### src/rtl/ow_pkg.sv
package ow_pkg;
  localparam int REG_AW = 2;
  localparam int REG_DW = 8;
  localparam int NFLAG  = 3;

  localparam logic [REG_AW-1:0] A_CTRL  = 2'd0;
  localparam logic [REG_AW-1:0] A_DATA  = 2'd1;
  localparam logic [REG_AW-1:0] A_FLAGS = 2'd2;
  localparam logic [REG_AW-1:0] A_IEN   = 2'd3;

  localparam int F_RXRDY = 0;
  localparam int F_SHORT = 1;
  localparam int F_LOW   = 2;

  typedef enum logic [1:0] {
    ENG_IDLE = 2'd0,
    ENG_RST  = 2'd1,
    ENG_SLOT = 2'd2
  } eng_state_t;
endpackage

### src/rtl/ow_tick.sv
module ow_tick #(
  parameter int DIV = 100
) (
  input  logic clk,
  input  logic rst,
  input  logic clr,
  output logic tick
);
  localparam int CW = (DIV > 2) ? $clog2(DIV) : 1;
  localparam logic [CW-1:0] LAST = CW'(DIV - 1);

  logic [CW-1:0] cnt;

  always_ff @(posedge clk) begin
    if (rst || clr) begin
      cnt  <= '0;
      tick <= 1'b0;
    end else if (cnt == LAST) begin
      cnt  <= '0;
      tick <= 1'b1;
    end else begin
      cnt  <= cnt + 1'b1;
      tick <= 1'b0;
    end
  end
endmodule

### src/rtl/ow_engine.sv
module ow_engine
  import ow_pkg::*;
#(
  parameter int DW           = 8,
  parameter int T_RST_LOW    = 480,
  parameter int T_PRES       = 70,
  parameter int T_RST_TOTAL  = 960,
  parameter int T_SLOT       = 65,
  parameter int T_LOW1       = 6,
  parameter int T_LOW0       = 60,
  parameter int T_SAMPLE     = 15
) (
  input  logic          clk,
  input  logic          rst,
  input  logic          tick,
  input  logic          rst_go,
  input  logic          byte_go,
  input  logic [DW-1:0] tx_byte,
  input  logic          line_s,
  output logic          drive_req,
  output logic          busy,
  output logic          rst_busy,
  output logic          presence,
  output logic          done_byte,
  output logic [DW-1:0] rx_byte,
  output logic          short_evt
);
  localparam int CW = $clog2(T_RST_TOTAL + 1);
  localparam int BW = (DW > 2) ? $clog2(DW) : 1;
  localparam logic [CW-1:0] C_RLOW  = CW'(T_RST_LOW);
  localparam logic [CW-1:0] C_PRES  = CW'(T_RST_LOW + T_PRES);
  localparam logic [CW-1:0] C_REND  = CW'(T_RST_TOTAL - 1);
  localparam logic [CW-1:0] C_SEND  = CW'(T_SLOT - 1);
  localparam logic [CW-1:0] C_LOW1  = CW'(T_LOW1);
  localparam logic [CW-1:0] C_LOW0  = CW'(T_LOW0);
  localparam logic [CW-1:0] C_SAMP  = CW'(T_SAMPLE);
  localparam logic [BW-1:0] B_LAST  = BW'(DW - 1);

  eng_state_t    state;
  logic [CW-1:0] us_cnt;
  logic [DW-1:0] shreg;
  logic [BW-1:0] bitn;
  logic          samp;

  always_ff @(posedge clk) begin
    if (rst) begin
      state     <= ENG_IDLE;
      us_cnt    <= '0;
      shreg     <= '0;
      bitn      <= '0;
      samp      <= 1'b1;
      presence  <= 1'b0;
      done_byte <= 1'b0;
      short_evt <= 1'b0;
    end else begin
      done_byte <= 1'b0;
      short_evt <= 1'b0;
      case (state)
        ENG_IDLE: begin
          if (rst_go) begin
            state    <= ENG_RST;
            us_cnt   <= '0;
            presence <= 1'b0;
          end else if (byte_go) begin
            state  <= ENG_SLOT;
            us_cnt <= '0;
            shreg  <= tx_byte;
            bitn   <= '0;
          end
        end
        ENG_RST: begin
          if (tick) begin
            us_cnt <= us_cnt + 1'b1;
            if (us_cnt == C_PRES) presence <= ~line_s;
            if (us_cnt == C_REND) begin
              state <= ENG_IDLE;
              if (!line_s) short_evt <= 1'b1;
            end
          end
        end
        ENG_SLOT: begin
          if (tick) begin
            us_cnt <= us_cnt + 1'b1;
            if (us_cnt == C_SAMP) samp <= line_s;
            if (us_cnt == C_SEND) begin
              us_cnt <= '0;
              if (!line_s) begin
                short_evt <= 1'b1;
                state     <= ENG_IDLE;
              end else begin
                shreg <= {samp, shreg[DW-1:1]};
                bitn  <= bitn + 1'b1;
                if (bitn == B_LAST) begin
                  state     <= ENG_IDLE;
                  done_byte <= 1'b1;
                end
              end
            end
          end
        end
        default: state <= ENG_IDLE;
      endcase
    end
  end

  always_comb begin
    case (state)
      ENG_RST:  drive_req = (us_cnt < C_RLOW);
      ENG_SLOT: drive_req = (us_cnt < (shreg[0] ? C_LOW1 : C_LOW0));
      default:  drive_req = 1'b0;
    endcase
  end

  assign busy     = (state != ENG_IDLE);
  assign rst_busy = (state == ENG_RST);
  assign rx_byte  = shreg;
endmodule

### src/rtl/ow_regs.sv
module ow_regs
  import ow_pkg::*;
(
  input  logic              clk,
  input  logic              rst,
  input  logic [REG_AW-1:0] reg_addr,
  input  logic              reg_wr,
  input  logic [REG_DW-1:0] reg_wdata,
  input  logic              eng_busy,
  input  logic              rst_busy,
  input  logic              presence,
  input  logic              done_byte,
  input  logic [REG_DW-1:0] rx_byte,
  input  logic              short_evt,
  input  logic              low_evt,
  output logic [REG_DW-1:0] reg_rdata,
  output logic              irq,
  output logic              rst_go,
  output logic              byte_go,
  output logic              bb_en,
  output logic              bb_out,
  output logic [NFLAG-1:0]  flags,
  output logic [NFLAG-1:0]  ien
);
  logic [REG_DW-1:0] rx_hold;
  logic [NFLAG-1:0]  set_v;
  logic [NFLAG-1:0]  clr_v;
  logic              wr_ctrl, wr_data, wr_flags, wr_ien;

  assign wr_ctrl  = reg_wr && (reg_addr == A_CTRL);
  assign wr_data  = reg_wr && (reg_addr == A_DATA);
  assign wr_flags = reg_wr && (reg_addr == A_FLAGS);
  assign wr_ien   = reg_wr && (reg_addr == A_IEN);

  assign rst_go  = wr_ctrl && reg_wdata[0] && !eng_busy;
  assign byte_go = wr_data && !eng_busy;

  always_comb begin
    set_v          = '0;
    set_v[F_RXRDY] = done_byte;
    set_v[F_SHORT] = short_evt;
    set_v[F_LOW]   = low_evt;
    clr_v          = wr_flags ? reg_wdata[NFLAG-1:0] : '0;
  end

  always_ff @(posedge clk) begin
    if (rst) begin
      bb_en   <= 1'b0;
      bb_out  <= 1'b0;
      ien     <= '0;
      flags   <= '0;
      rx_hold <= '0;
      irq     <= 1'b0;
    end else begin
      if (wr_ctrl) begin
        bb_en  <= reg_wdata[1];
        bb_out <= reg_wdata[2];
      end
      if (wr_ien) ien <= reg_wdata[NFLAG-1:0];
      if (done_byte) rx_hold <= rx_byte;
      flags <= set_v | (flags & ~clr_v);
      irq   <= |(flags & ien);
    end
  end

  always_ff @(posedge clk) begin
    if (rst) begin
      reg_rdata <= '0;
    end else begin
      case (reg_addr)
        A_CTRL:  reg_rdata <= {3'b000, eng_busy, presence, bb_out, bb_en, rst_busy};
        A_DATA:  reg_rdata <= rx_hold;
        A_FLAGS: reg_rdata <= {{(REG_DW-NFLAG){1'b0}}, flags};
        default: reg_rdata <= {{(REG_DW-NFLAG){1'b0}}, ien};
      endcase
    end
  end
endmodule

### src/rtl/onewire_master.sv
module onewire_master
  import ow_pkg::*;
#(
  parameter int CLK_PER_US  = 100,
  parameter int SYNC_STAGES = 2,
  parameter int T_RST_LOW   = 480,
  parameter int T_PRES      = 70,
  parameter int T_RST_TOTAL = 960,
  parameter int T_SLOT      = 65,
  parameter int T_LOW1      = 6,
  parameter int T_LOW0      = 60,
  parameter int T_SAMPLE    = 15
) (
  input  logic              clk,
  input  logic              rst,
  input  logic [REG_AW-1:0] reg_addr,
  input  logic              reg_wr,
  input  logic [REG_DW-1:0] reg_wdata,
  output logic [REG_DW-1:0] reg_rdata,
  output logic              ow_drive_low,
  input  logic              ow_in,
  output logic              irq
);
  localparam int QUIET = SYNC_STAGES + 1;
  localparam int QW    = $clog2(QUIET + 1);
  localparam logic [QW-1:0] Q_MAX = QW'(QUIET);

  logic [SYNC_STAGES-1:0] sync_q;
  logic                   line_s;
  logic [QW-1:0]          quiet_cnt;
  logic                   tick, drive_req, eng_busy, rst_busy, presence;
  logic                   done_byte, short_evt, low_evt;
  logic [REG_DW-1:0]      rx_byte;
  logic                   rst_go, byte_go, bb_en, bb_out;
  logic [NFLAG-1:0]       flags, ien;

  generate
    if (SYNC_STAGES == 1) begin : g_sync1
      always_ff @(posedge clk) begin
        if (rst) sync_q <= '1;
        else     sync_q <= ow_in;
      end
    end else begin : g_syncn
      always_ff @(posedge clk) begin
        if (rst) sync_q <= '1;
        else     sync_q <= {sync_q[SYNC_STAGES-2:0], ow_in};
      end
    end
  endgenerate
  assign line_s = sync_q[SYNC_STAGES-1];

  always_ff @(posedge clk) begin
    if (rst) begin
      ow_drive_low <= 1'b0;
      quiet_cnt    <= '0;
    end else begin
      ow_drive_low <= bb_en ? bb_out : drive_req;
      if (ow_drive_low)          quiet_cnt <= '0;
      else if (quiet_cnt != Q_MAX) quiet_cnt <= quiet_cnt + 1'b1;
    end
  end

  assign low_evt = !eng_busy && !bb_en && !ow_drive_low && (quiet_cnt == Q_MAX) && !line_s;

  ow_tick #(.DIV(CLK_PER_US)) u_tick (
    .clk  (clk),
    .rst  (rst),
    .clr  (rst_go || byte_go),
    .tick (tick)
  );

  ow_engine #(
    .DW          (REG_DW),
    .T_RST_LOW   (T_RST_LOW),
    .T_PRES      (T_PRES),
    .T_RST_TOTAL (T_RST_TOTAL),
    .T_SLOT      (T_SLOT),
    .T_LOW1      (T_LOW1),
    .T_LOW0      (T_LOW0),
    .T_SAMPLE    (T_SAMPLE)
  ) u_eng (
    .clk       (clk),
    .rst       (rst),
    .tick      (tick),
    .rst_go    (rst_go),
    .byte_go   (byte_go),
    .tx_byte   (reg_wdata),
    .line_s    (line_s),
    .drive_req (drive_req),
    .busy      (eng_busy),
    .rst_busy  (rst_busy),
    .presence  (presence),
    .done_byte (done_byte),
    .rx_byte   (rx_byte),
    .short_evt (short_evt)
  );

  ow_regs u_regs (
    .clk       (clk),
    .rst       (rst),
    .reg_addr  (reg_addr),
    .reg_wr    (reg_wr),
    .reg_wdata (reg_wdata),
    .eng_busy  (eng_busy),
    .rst_busy  (rst_busy),
    .presence  (presence),
    .done_byte (done_byte),
    .rx_byte   (rx_byte),
    .short_evt (short_evt),
    .low_evt   (low_evt),
    .reg_rdata (reg_rdata),
    .irq       (irq),
    .rst_go    (rst_go),
    .byte_go   (byte_go),
    .bb_en     (bb_en),
    .bb_out    (bb_out),
    .flags     (flags),
    .ien       (ien)
  );
endmodule

### config.mk
export PLATFORM = sky130hd
export DESIGN_NAME = onewire_master
export DESIGN_NICKNAME = d
export VERILOG_FILES = /design/src/rtl/ow_pkg.sv /design/src/rtl/ow_tick.sv /design/src/rtl/ow_engine.sv /design/src/rtl/ow_regs.sv /design/src/rtl/onewire_master.sv
export SDC_FILE = /design/constraint.sdc
export NUM_CORES = 1
export LEC_CHECK = 0
export BUFFER_PORTS_ARGS = -buffer_cell sky130_fd_sc_hd__buf_4
export CAP_MARGIN = 25
export CORE_UTILIZATION = 51
export CTS_CLUSTER_DIAMETER = 100
export DETAILED_ROUTE_END_ITERATION = 10
export PLACE_DENSITY = 0.69
export SLEW_MARGIN = 5
export SYNTH_ARGS = -nofsm -noshare
export SYNTH_HDL_FRONTEND = slang
export SYNTH_SLANG_ARGS = --single-unit
### constraint.sdc
create_clock -name clk -period 6.17 [get_ports clk]
set_clock_uncertainty 0.1 [all_clocks]
set_input_delay 0.617 -clock clk [delete_from_list [all_inputs] [get_ports clk]]
set_output_delay 0.617 -clock clk [all_outputs]
set_load 0.005 [all_outputs]
==> results of run 1 <==
==> worst max-delay path by stage <==
stage | slack, ns | cells past startpoint | endpoint
2_1_floorplan | 4.13 | 8 | u_eng.us_cnt[2]$_SDFFE_PP0P_
3_3_place_gp | 3.50 | 7 | u_eng.us_cnt[2]$_SDFFE_PP0P_
3_5_place_dp | 3.40 | 7 | u_eng.us_cnt[2]$_SDFFE_PP0P_
4_1_cts | 3.38 | 7 | u_eng.us_cnt[2]$_SDFFE_PP0P_
5_1_grt | 3.09 | 7 | u_eng.us_cnt[3]$_SDFFE_PP0P_
6_report | 3.33 | 7 | u_eng.us_cnt[3]$_SDFFE_PP0P_
==> power by group <==
| part | leakage, nW | switching, mW | internal (mW) |
|---|---|---|---|
| Sequential | 0.527 | 0.0312 | 0.455 |
| Clock | 0.0915 | 0.155 | 0.176 |
| Combinational | 0.694 | 0.134 | 0.0959 |
| Total | 1.31 | 0.320 | 0.727 |
==> layer usage <==
metal,up-vias,global-route usage (%)
met1,1155,28.4
met4,0,9.27
met2,78,34.5
met5,-,0
li1,1234,-
met3,14,5.71
==> cells in the mapped netlist, types with 2 or more instances <==
cell type | n | share of area [%]
dfxtp_1 | 65 | 42
nor2_1 | 42 | 5.1
nand2_1 | 25 | 3.0
mux2i_1 | 23 | 7.5
nand3_1 | 20 | 3.3
a21oi_1 | 15 | 2.4
ha_1 | 14 | 5.7
inv_1 | 11 | 1.3
clkbuf_1 | 10 | 1.2
a211oi_1 | 9 | 2.2
and3_1 | 8 | 1.6
nand4_1 | 7 | 1.4
o21ai_0 | 7 | 1.1
nand2b_1 | 6 | 1.2
nor3_1 | 6 | 0.98
or3_1 | 6 | 1.2
buf_2 | 5 | 0.81
a22oi_1 | 3 | 0.73
mux4_2 | 3 | 2.2
nor2b_1 | 3 | 0.61
nor3b_1 | 3 | 0.73
nor4_1 | 3 | 0.61
or2_2 | 3 | 0.61
xnor2_1 | 3 | 0.85
xor2_1 | 3 | 0.85
and4_1 | 2 | 0.57
buf_1 | 2 | 0.24
nand3_2 | 2 | 0.65
nand3b_1 | 2 | 0.49
nor4b_1 | 2 | 0.57
o21ai_1 | 2 | 0.33
or4_1 | 2 | 0.49
or4b_1 | 2 | 0.65
==> final cells by class <==
type	count	area [um^2]	area share (%)
multi-input cells	243	1640	47.8
flip-flops and latches	65	1300	37.9
repair buffers	24	180	5.24
clock buffers	13	169	4.92
well taps	72	90.1	2.62
inverters	11	41.3	1.20
clock inverters	2	12.5	0.364
==> cells in the final DEF (no fill, tap or decap), types with 11 or more instances in the layout <==
cell and n:
buf_4 24, clkbuf_8 12, ha_1 14, nand3_1 20, inv_1 11, mux2i_1 23
dfxtp_1 65, nand2_1 25, nor2_1 42, a21oi_1 15
==> per-stage QoR <==
step	utilization [%]	power, mW
final	60.5	1.05
after CTS	60.5	1.06
after detailed placement	57.3	0.722
after floorplan	-	0.665
after global routing	60.5	1.11
after global placement	57.3	0.714
==> kinds of logic (layout without fill, tap and decap cells) <==
logic type / Yosys count / after routing / share of synthesized area [%]
adder cells (fa/ha/maj): 14 / 14 / 5.69
AND/OR/NAND/NOR: 149 / 149 / 26.0
buffers and inverters: 31 / 50 / 4.39
multiplexers: 26 / 26 / 9.67
XOR/XNOR: 6 / 6 / 1.71
AO/OA/AOI/OAI: 48 / 48 / 10.2
flip-flops: 65 / 65 / 42.3
==> state kept, by name, indices dropped and copies added (netlist names), 3 cells and up <==
signal            count
u_regs.ien            3
u_tick.cnt            7
u_regs.rx_hold        8
u_regs.flags          3
u_eng.rx_byte         8
u_regs.reg_rdata      8
u_eng.bitn            3
u_eng.us_cnt         10
==> flow_summary.ini, run 1 <==
[route]
wl_per_cell_um = 14.7
wl_met1_mm = 2.98
via_per_inst = 5.77
drc = 0
wl_met3_um = 324
dr.pass1.iters = 5
wl_met2_mm = 2.89
routed.top_layer = met4
initialDrtViolationCount = 177
ant_nets = 0
wirelength_mm = 6.31
vias = 2481

[finish]
diodes = 0
fill_cells = 527
nets = 382
layout.cells.non_filler = 430
stdcell_area_um2 = 3440
layout-drive-gt1-share_pct = 14.2
areaGrowthSynthToFinish_pct = 11.6

[worst_setup_path]
critical_path_class = flip-flop to flip-flop
crit_chain = inv_1 -> ha_1 -> nor2_1 -> a41o_2 -> nor3_1 -> a21oi_1 -> o21ai_1
worst_setup_path_start_kind = flip-flop
critical_path.slowest_cell = ha_1
reg2reg_to = u_eng.us_cnt[3]$_SDFFE_PP0P_
end_kind = flip-flop
path_buf_inv = 1
crit-reg2reg-launch = u_eng.state[0]$_SDFFE_PP0P_
critPathTopFamily = simple AND/OR/NAND/NOR gates
cp-startpoint = u_eng.state[0]$_SDFFE_PP0P_
crit_path_max_incr_delay_ns = 0.73
worstPathArrival_ns = 3.01
cp_max_fo = 18
reg2reg_slack_ns = 3.33
reg2reg_depth = 7
cp.required_ns = 6.34

[min_path]
hold_end = sync_q[1]$_SDFF_PP1_
min_from = sync_q[0]$_SDFF_PP1_
hold_depth = 1
hold_class = flip-flop to flip-flop

[clocking]
hold_buffers = 0
post-cts-setup-buffer-count = 0
cts_buffers = 9
cts.clk_slew.worst_paths_ns = 0.07
clock_tree.root_cell = clkbuf_8
cts.htree.levels = 3
clock_sinks = 65
post_cts_resized = 0
cts_tree = yes
clock_latency_ns = 0.34
max-clock-path-buffers = 2

[timing]
fin_tns_setup_ns = 0
setup-violations-final = 0
period_share_pct = 46.0
setup_slack_ns = 3.33
whs_ns = 0.312
worst_pin_slew_ns = 0.941
grt_setup_unrepaired = false
period_needed_ns = 2.84
max_freq_mhz = 353
final-max-slew-violation-count = 0
hold_viol_final = 0
slew_headroom_pct = 36.8

[global_routing]
grt_pass1_vias = 2276
grt_antenna_before_repair = 0
track_usage_pct = 22.0
grt_pass1_wl_mm = 10.7
grt_max_degree = 54
grt.overflow.total = 0

[synth]
ys_ff_latch = 65
avgSynthCellArea_um2 = 9.08
synth_edf_count = 0
syn_inst = 339
synth_nets = 367
yosys_warnings = 0
synth-seq-area-share_pct = 42.3
synth-main-ff-cell = dfxtp_1
async_flop_share_pct = 0
yosys.cell_types.count = 53
synth_area_um2 = 3080

[placed_design]
placed_cell_area_um2 = 3250
gp_congestion = 0.897
hpwl_mm = 4.29
dp_cells = 415
portBuffers = 23
pre_cts_slack_ns = 3.40

[floorplan]
core_um2 = 5680
row_count = 27
die_x_um = 79.7
die_area_um2 = 6350
io_pins = 24
start_util_pct = 54.2
fp.dieH_um = 79.7

[job]
drv_cap = 0

[power_and_ir_drop]
p_leak_nw = 1.31
powerDensity_nw_per_um2 = 305
ir_drop_mv = 0.227

[run_status]
status = finished, final reports clean
Power figures use the tool's default switching activity.
==> run 2: changes to the inputs <==
clock period = 2.7 ns   (was 6.17 ns; I/O delays follow)
==> flow_summary.ini, run 2 (synthesized netlist as in run 1, its figures left out) <==
[min_path]
hold_end = sync_q[0]$_SDFF_PP1_
min_from = ow_in
hold_class = input port to flip-flop
hold_depth = 2

[route]
wirelength_mm = 6.46
dr.pass1.iters = 4
ant_nets = 0
wl_per_cell_um = 14.9
via_per_inst = 5.72
drc = 0
initialDrtViolationCount = 91
vias = 2476

[floorplan]
die_x_um = 79.7
row_count = 27
fp.dieH_um = 79.7
die_area_um2 = 6350
start_util_pct = 54.2
core_um2 = 5680
io_pins = 24

[timing]
period_share_pct = 83.3
slew_headroom_pct = 56.7
hold_viol_final = 0
max_freq_mhz = 445
grt_setup_unrepaired = false
final-max-slew-violation-count = 0
worst_pin_slew_ns = 0.649
setup-violations-final = 0
period_needed_ns = 2.25
fin_tns_setup_ns = 0

[worst_setup_path]
reg2reg_to = u_eng.us_cnt[6]$_SDFFE_PP0P_
worstPathArrival_ns = 2.42
cp.required_ns = 2.87
critical_path_class = flip-flop to flip-flop
crit_chain = inv_1 -> ha_1 -> nor2_1 -> o21ba_2 -> nand4_1 -> or4_1 -> nand3_1
critical_path.slowest_cell = or4_1
crit-reg2reg-launch = u_eng.state[1]$_SDFFE_PP0P_
worst_setup_path_start_kind = flip-flop
cp_max_fo = 8
end_kind = flip-flop
reg2reg_slack_ns = 0.45
crit_path_max_incr_delay_ns = 0.52
reg2reg_depth = 7

[clocking]
cts_buffers = 9
cts.htree.levels = 3
cts_tree = yes
clock_tree.root_cell = clkbuf_8
post_cts_resized = 0
cts.clk_slew.worst_paths_ns = 0.08
clock_sinks = 65
max-clock-path-buffers = 2
clock_latency_ns = 0.34
post-cts-setup-buffer-count = 0
hold_buffers = 0

[finish]
utilization_pct = 61.3
diodes = 0
layout-drive-gt1-share_pct = 14.7
areaGrowthSynthToFinish_pct = 13.0
top_register = u_eng.us_cnt
layout_common_cells = dfxtp_1, nor2_1, buf_4
layout_commonest_cell = dfxtp_1
largest_register_ffs = 10
nets = 384

[power_and_ir_drop]
p_leak_nw = 1.34
powerDensity_nw_per_um2 = 722
ir_drop_mv = 0.652

[global_routing]
grt_max_degree = 54
grt.overflow.total = 0
grt_pass1_vias = 2343
track_usage_pct = 22.7
grt_antenna_before_repair = 0
grt_pass1_wl_mm = 11.0

[placed_design]
portBuffers = 23
hpwl_mm = 4.40
gp_congestion = 0.860

[run_status]
status = finished, final reports clean

[job]
drv_cap = 0
## run 2: final cells by class
type	instances	area (um^2)
tap	72	90.1
multi-input combinational	243	1640
clock buffer	14	173
sequential	65	1300
inverter	11	41.3
timing repair buffer	26	195
fill	514	2200
clock inverter	2	35.0
## run 2: worst max-delay path by stage
stage | from | endpoint | cells past startpoint
after floorplan | u_eng.state[0]$_SDFFE_PP0P_ | u_eng.us_cnt[2]$_SDFFE_PP0P_ | 8
after global placement | u_eng.state[1]$_SDFFE_PP0P_ | u_eng.us_cnt[6]$_SDFFE_PP0P_ | 7
after detailed placement | u_eng.state[1]$_SDFFE_PP0P_ | u_eng.us_cnt[6]$_SDFFE_PP0P_ | 7
after CTS | u_eng.state[1]$_SDFFE_PP0P_ | u_eng.us_cnt[6]$_SDFFE_PP0P_ | 7
after global routing | u_eng.state[0]$_SDFFE_PP0P_ | u_eng.us_cnt[6]$_SDFFE_PP0P_ | 6
final | u_eng.state[1]$_SDFFE_PP0P_ | u_eng.us_cnt[6]$_SDFFE_PP0P_ | 7
## run 2: power breakdown
part | total, mW | leakage, nW | switching, mW | internal, mW
registers | 1.11 | 0.527 | 0.0720 | 1.04
clock network | 0.862 | 0.107 | 0.360 | 0.502
logic | 0.537 | 0.705 | 0.314 | 0.223
total | 2.51 | 1.34 | 0.747 | 1.76
## run 2: through the flow
| step | power [mW] | setup WS (ns) | std cells | hold WS [ns] | instance area, um^2 |
|---|---|---|---|---|---|
| final | 2.51 | 0.452 | 433 | 0.0238 | 3480 |
| after global routing | 2.64 | 0.335 | 433 | 0.00505 | 3480 |
| after CTS | 2.53 | 0.484 | 433 | 0.00527 | 3480 |
| after detailed placement | 1.66 | 0.516 | 417 | 0.297 | 3270 |
| after global placement | 1.64 | 0.532 | 417 | 0.292 | 3270 |
| after floorplan | 1.52 | 0.664 | 339 | 0.274 | 3080 |
## run 2: worst max-delay path, delay by kind of cell, from the launching register on
family | cells | cell delay, ns
and+or+nand+nor | 4 | 1.13
buffers and inverters | 1 | 0.10
DFF | 1 | 0.37
adders and majority gates | 1 | 0.28
AOI/OAI and AO/OA | 1 | 0.21
## run 2: layer usage
layer / global-route usage, % / vias up / routed length [um] / share of wire, %
li1: - / 1242 / - / -
met1: 28.9 / 1171 / 3110 / 48
met2: 35.7 / 50 / 2930 / 45
met3: 6.29 / 13 / 282 / 4.4
met4: 9.45 / 0 / 131 / 2.0
met5: 0 / - / 0 / 0
